<file path="src/rtl/hbr_pkg.sv">
package hbr_pkg;
    localparam int HBR_DW      = 32;
    localparam int HBR_AW      = 8;
    localparam int HBR_NREGS   = 28;
    localparam int IDX_GENCFG  = 1;
    localparam int IDX_ENSET   = 12;
    localparam int IDX_ENCLR   = 13;
    localparam int IDX_ENMASK  = 14;
    localparam int IDX_STATUS  = 15;
    localparam int RSTREQ_BIT  = 2;

    typedef enum logic [2:0] {
        WK_NONE,
        WK_PLAIN,
        WK_ENSET,
        WK_ENCLR,
        WK_GENCFG,
        WK_RO
    } wr_kind_e;

    function automatic logic [HBR_DW-1:0] hbr_rst_value(input int idx);
        logic [HBR_DW-1:0] v;
        unique case (idx)
            0:       v = 32'h0000_0C40;
            1:       v = 32'h0000_1384;
            2:       v = 32'h2BFF_8010;
            3:       v = 32'h255E_0091;
            4:       v = 32'h0000_6140;
            7, 8:    v = 32'h0000_01FF;
            26:      v = 32'h0000_0008;
            27:      v = 32'h1000_0000;
            default: v = '0;
        endcase
        return v;
    endfunction
endpackage

</file>
<file path="src/rtl/hbr_decode.sv">
module hbr_decode
    import hbr_pkg::*;
#(
    parameter int AW    = HBR_AW,
    parameter int NREGS = HBR_NREGS,
    localparam int IW   = AW - 2
) (
    input  logic          wr_en,
    input  logic [AW-1:0] addr,
    output logic [IW-1:0] idx,
    output logic          in_bank,
    output wr_kind_e      kind
);
    logic aligned;

    assign idx     = addr[AW-1:2];
    assign aligned = (addr[1:0] == 2'b00);
    assign in_bank = (idx < IW'(NREGS));

    always_comb begin
        kind = WK_NONE;
        if (wr_en && aligned && in_bank) begin
            unique case (idx)
                IW'(IDX_ENSET):  kind = WK_ENSET;
                IW'(IDX_ENCLR):  kind = WK_ENCLR;
                IW'(IDX_GENCFG): kind = WK_GENCFG;
                IW'(IDX_ENMASK),
                IW'(IDX_STATUS): kind = WK_RO;
                default:         kind = WK_PLAIN;
            endcase
        end
    end
endmodule

</file>
<file path="src/rtl/hbr_rstreq_fsm.sv">
module hbr_rstreq_fsm (
    input  logic clk,
    input  logic rst_n,
    input  logic trigger,
    output logic pulse
);
    typedef enum logic {RQ_IDLE, RQ_FIRE} rq_state_e;

    rq_state_e state_q, state_d;

    always_comb begin
        state_d = state_q;
        unique case (state_q)
            RQ_IDLE: if (trigger) state_d = RQ_FIRE;
            RQ_FIRE: state_d = trigger ? RQ_FIRE : RQ_IDLE;
        endcase
    end

    always_ff @(posedge clk) begin
        if (!rst_n) state_q <= RQ_IDLE;
        else        state_q <= state_d;
    end

    always_comb begin
        unique case (state_q)
            RQ_IDLE: pulse = 1'b0;
            RQ_FIRE: pulse = 1'b1;
        endcase
    end

    assert_fire_after_trigger_R6: assert property (@(posedge clk) disable iff (!rst_n)
        trigger |=> pulse);
    assert_single_cycle_R6: assert property (@(posedge clk) disable iff (!rst_n)
        pulse |=> !pulse);
endmodule

</file>
<file path="src/rtl/hbr_ctrl_regs.sv">
module hbr_ctrl_regs
    import hbr_pkg::*;
#(
    parameter int AW    = HBR_AW,
    parameter int DW    = HBR_DW,
    parameter int NREGS = HBR_NREGS,
    localparam int IW   = AW - 2
) (
    input  logic          clk,
    input  logic          rst_n,
    input  logic          wr_en,
    input  logic [AW-1:0] addr,
    input  logic [DW-1:0] wdata,
    input  logic [DW-1:0] status_i,
    output logic [DW-1:0] rdata,
    output logic          sys_rst_req
);
    logic [DW-1:0] regs_q [NREGS];
    logic [IW-1:0] idx;
    logic          in_bank;
    wr_kind_e      kind;
    logic          rq_trigger;
    logic [DW-1:0] en_mask;
    logic [DW-1:0] status_q;

    hbr_decode #(.AW(AW), .NREGS(NREGS)) u_decode (
        .wr_en   (wr_en),
        .addr    (addr),
        .idx     (idx),
        .in_bank (in_bank),
        .kind    (kind)
    );

    assign rq_trigger = (kind == WK_GENCFG) && !regs_q[IDX_GENCFG][RSTREQ_BIT]
                        && wdata[RSTREQ_BIT];

    hbr_rstreq_fsm u_rstreq (
        .clk     (clk),
        .rst_n   (rst_n),
        .trigger (rq_trigger),
        .pulse   (sys_rst_req)
    );

    always_ff @(posedge clk) begin
        if (!rst_n) begin
            for (int i = 0; i < NREGS; i++) regs_q[i] <= DW'(hbr_rst_value(i));
        end else begin
            regs_q[IDX_STATUS] <= status_i;
            unique case (kind)
                WK_ENSET: begin
                    regs_q[IDX_ENSET]  <= wdata;
                    regs_q[IDX_ENMASK] <= regs_q[IDX_ENMASK] | wdata;
                end
                WK_ENCLR: begin
                    regs_q[IDX_ENCLR]  <= wdata;
                    regs_q[IDX_ENMASK] <= regs_q[IDX_ENMASK] & ~wdata;
                end
                WK_PLAIN, WK_GENCFG: begin
                    for (int i = 0; i < NREGS; i++)
                        if (IW'(i) == idx) regs_q[i] <= wdata;
                end
                default: ;
            endcase
        end
    end

    always_comb begin
        rdata = '0;
        if (in_bank)
            for (int i = 0; i < NREGS; i++)
                if (IW'(i) == idx) rdata = regs_q[i];
    end

    assign en_mask  = regs_q[IDX_ENMASK];
    assign status_q = regs_q[IDX_STATUS];

    assert_enset_or_R3: assert property (@(posedge clk) disable iff (!rst_n)
        (wr_en && addr == AW'(IDX_ENSET*4)) |=> en_mask == ($past(en_mask) | $past(wdata)));
    assert_enclr_and_R4: assert property (@(posedge clk) disable iff (!rst_n)
        (wr_en && addr == AW'(IDX_ENCLR*4)) |=> en_mask == ($past(en_mask) & ~$past(wdata)));
    assert_mask_hold_R5: assert property (@(posedge clk) disable iff (!rst_n)
        !(wr_en && (addr == AW'(IDX_ENSET*4) || addr == AW'(IDX_ENCLR*4))) |=> $stable(en_mask));
    assert_status_mirror_R7: assert property (@(posedge clk) disable iff (!rst_n)
        1'b1 |=> status_q == $past(status_i));
endmodule

</file>
<file path="config.mk">
export PLATFORM = sky130hd
export DESIGN_NAME = hbr_ctrl_regs
export DESIGN_NICKNAME = d
export VERILOG_FILES = /design/src/rtl/hbr_pkg.sv /design/src/rtl/hbr_decode.sv /design/src/rtl/hbr_rstreq_fsm.sv /design/src/rtl/hbr_ctrl_regs.sv
export SDC_FILE = /design/constraint.sdc
export NUM_CORES = 1
export LEC_CHECK = 0
export CAP_MARGIN = 40
export CORE_UTILIZATION = 45
export CTS_CLUSTER_DIAMETER = 80
export DETAILED_ROUTE_END_ITERATION = 10
export DONT_BUFFER_PORTS = 1
export SYNTH_ARGS = -nofsm -noshare
export SYNTH_HDL_FRONTEND = slang
export SYNTH_HIERARCHICAL = 1
export SYNTH_SLANG_ARGS = --single-unit
</file>
<file path="constraint.sdc">
create_clock -name clk -period 6.6 [get_ports clk]
set_input_delay 1.65 -clock clk [delete_from_list [all_inputs] [get_ports clk]]
set_output_delay 1.65 -clock clk [all_outputs]
set_load 0.1 [all_outputs]
</file>
==> flow_summary_export.csv <==
group,metric,value,unit
setup_path,critical_path_class,"input pin to output port",
clock_tree,cts_hold_buf,0,
drt,drt_first_iter_violations,5231,
setup_path,cp_max_fo,22,
setup_path,rr_endpoint,"u_rstreq/state_q",
setup_path,rr_worst_depth,3,
grt,grt_use_total,33.5,%
grt,use_met2,52.5,%
synthesis,seq_area_frac_synth,71.3,%
setup_path,slowest_stage,"or4_4",
synthesis,yosysTopAreaCell,"edfxtp_1",
drt,route.detailed.drc,0,
sta,max-slew-margin-rel,39.1,%
grt,grt_pass1_wl,201000,um
synthesis,ys_top_cells_by_count,"edfxtp_1 (896), nor2_1 (574), nand2_1 (249)",
drt,viasPerCell,6.69,
setup_path,crit_arrival,4.43,ns
floorplanning,row_count,105,
finish,syn_to_final_growth,15.5,%
placement,gp_congestion,0.946,
sta,setup_viol,0,
clock_tree,insertion_delay,0.66,ns
setup_path,r2r_start,"regs_q[0][34]",
clock_tree,h-tree-depth,3,
synthesis,synth-main-ff-cell,"edfxtp_1",
job,maxCapViolations,0,
synthesis,yosys.cell_count.top_type,"edfxtp_1",
synthesis,syn_area,37800,sq um
grt,first_global_vias,26700,
sta,final.period_utilization,92.2,%
synthesis,ys_ff_latch,897,
finish,nets,3085,
sta,skew,0.00541,ns
placement,io_buffers,0,
grt,top_usage_layer,"met2",
drt,dr.pass1.iters,9,
floorplanning,start_util,45.7,%
sta,tightestPinTransition,0.910,ns
sta,finalMaxSlewViolations,0,
clock_tree,cts_tree,"built",
pwr,power_density,291,nW/um^2
finish,drive_gt1_share,15.2,%
synthesis,ys_warn_count,6,
pwr,ir_drop,207,uV
floorplanning,core,82600,sq um
floorplanning,pin_count,108,
sta,fin_ws,0.517,ns
synthesis,syn_inst,2910,
clock_tree,clkSinkCount,897,
grt,grt_max_degree,102,
floorplanning,dieArea,85100,sq um
grt,antenna_found_initial,7,
synthesis,synth_edf_count,896,
drt,wl_per_cell,34.7,um
grt,grt.overflow.total,0,
sta,rsz0062_at_grt,"false",
clock_tree,cts.clk_slew.worst_paths,0.06,ns
grt,globalRouteMet3Util,7.07,%
synthesis,synth_area_per_cell,13.0,sq um
sta,fin_tns_setup,0,ns
clock_tree,cts_setup_buffers,0,
placement,hpwlAfterDp,91500,um
synthesis,async_flop_share,0,%
hold_path,min_from,"regs_q[0][459]",
sta,max_freq,164,MHz
hold_path,whs_path_depth,4,
setup_path,crit_required,4.95,ns
hold_path,hold_path_end,"regs_q[0][459]",
setup_path,r2r_slack,5.21,ns
synthesis,ys_types,78,
outcome,status,"complete, no violations",
setup_path,cp_cell_sequence,"or4_4 -> nor2_8 -> buf_4 -> a222oi_1 -> nand4_1 -> a221oi_1 -> a21oi_1 -> o221ai_1 -> a21oi_2 -> buf_12",
setup_path,end_kind,"output port",
drt,via_count,27800,
clock_tree,cts_buffers,94,
clock_tree,post_cts_resized,0,
pwr,power_leakage,14.8,nW
grt,met1_usage,44.5,%
clock_tree,cts_root_buffer,"clkbuf_16",
drt,wl,144000,um
floorplanning,die_h,292,um
sta,hold_viol_final,0,
drt,ant_nets,0,
setup_path,slowest_delay,0.63,ns
setup_path,startpoint_type,"input pin",
sta,min_period,6.08,ns
placement,post-place-ws,0.605,ns
clock_tree,cts_buffer_depth,3,
synthesis,synth_top_area_share,71.2,%
floorplanning,die_w,292,um
hold_path,hp-class,"flip-flop to flip-flop",
synthesis,synth_area_leaders,"edfxtp_1 (71%), nor2_1 (5.7%), a22oi_1 (2.6%)",
## area by class of cell
type                            count  area, sq um
Fill cell                        6837        39000
Tap cell                         1070         1340
Clock inverter                     56          447
Timing Repair Buffer              204         2170
Clock buffer                      115         2470
Sequential cell                   897        26900
Antenna cell                        1         2.50
Inverter                           65          244
Multi-Input combinational cell   1748        10000
## cell usage in the layout (no fill, tap or decap), types with 12 or more instances in the layout
| cell type | count |
|---|---|
| a211oi_1 | 12 |
| clkbuf_16 | 96 |
| o21ai_0 | 112 |
| a21oi_1 | 86 |
| and2_1 | 33 |
| clkbuf_1 | 19 |
| clkinv_2 | 20 |
| nand3_1 | 51 |
| buf_4 | 154 |
| o211ai_1 | 13 |
| o221ai_1 | 18 |
| o22ai_1 | 30 |
| edfxtp_1 | 896 |
| nand2_1 | 239 |
| nor2_4 | 21 |
| a222oi_1 | 57 |
| conb_1 | 32 |
| inv_1 | 65 |
| nor2_1 | 557 |
| a221o_1 | 14 |
| or3_1 | 33 |
| a22oi_1 | 128 |
| nand4_1 | 19 |
| or2_2 | 24 |
| a221oi_1 | 77 |
| nor3_1 | 16 |
| buf_12 | 40 |
| clkinv_1 | 23 |
## where the power goes
part	switching, W	internal [W]	leakage (nW)
registers	0.000123	0.00663	8.63
clock network	0.00227	0.00287	1.43
logic	0.000595	0.000185	4.78
## worst max path at each step
stage,slack [ns],to,start
floorplan,0.0004,rdata[27],addr[6]
CTS,0.59,rdata[20],addr[6]
global placement,0.51,rdata[17],addr[7]
finish,0.52,rdata[20],addr[6]
global route,0.53,rdata[20],addr[6]
detailed placement,0.60,rdata[28],addr[6]
## registers in the layout, indices dropped and copies added (netlist names)
| name | flops |
|---|---|
| u_rstreq/state_q | 1 |
| regs_q | 896 |
## metrics by stage
stage | total power [W] | instances | hold slack, ns | util (%) | cell area, sq um
2_1_floorplan | 0.00725 | 2941 | 0.533 | - | 37900
3_3_place_gp | 0.00760 | 3972 | 0.672 | 49.0 | 40500
3_5_place_dp | 0.00763 | 3984 | 0.689 | 49.2 | 40700
4_1_cts | 0.0126 | 4155 | 0.708 | 52.8 | 43600
5_1_grt | 0.0129 | 4155 | 0.745 | 52.8 | 43600
6_report | 0.0127 | 4156 | 0.710 | 52.8 | 43600
## cell families after synthesis
logic type,share of synthesized area [%]
flops,71.3
compound gates,12.3
simple gates,12.6
other cells,0.00993
xor+xnor,0.0232
mux,0.0861
buf+inv,3.68
## critical path, delay by kind of cell
family | cells | cell delay (ns)
AOI/OAI and AO/OA | 5 | 1.17
and+or+nand+nor | 3 | 1.02
buffers and inverters | 2 | 0.54
## layer usage
layer	part of all wire [%]	up-vias
met5	0.0090	-
met4	5.6	2
met3	13	404
met2	46	2349
met1	36	13900
li1	-	11200
Note: power is estimated with default switching activity, not from simulation.
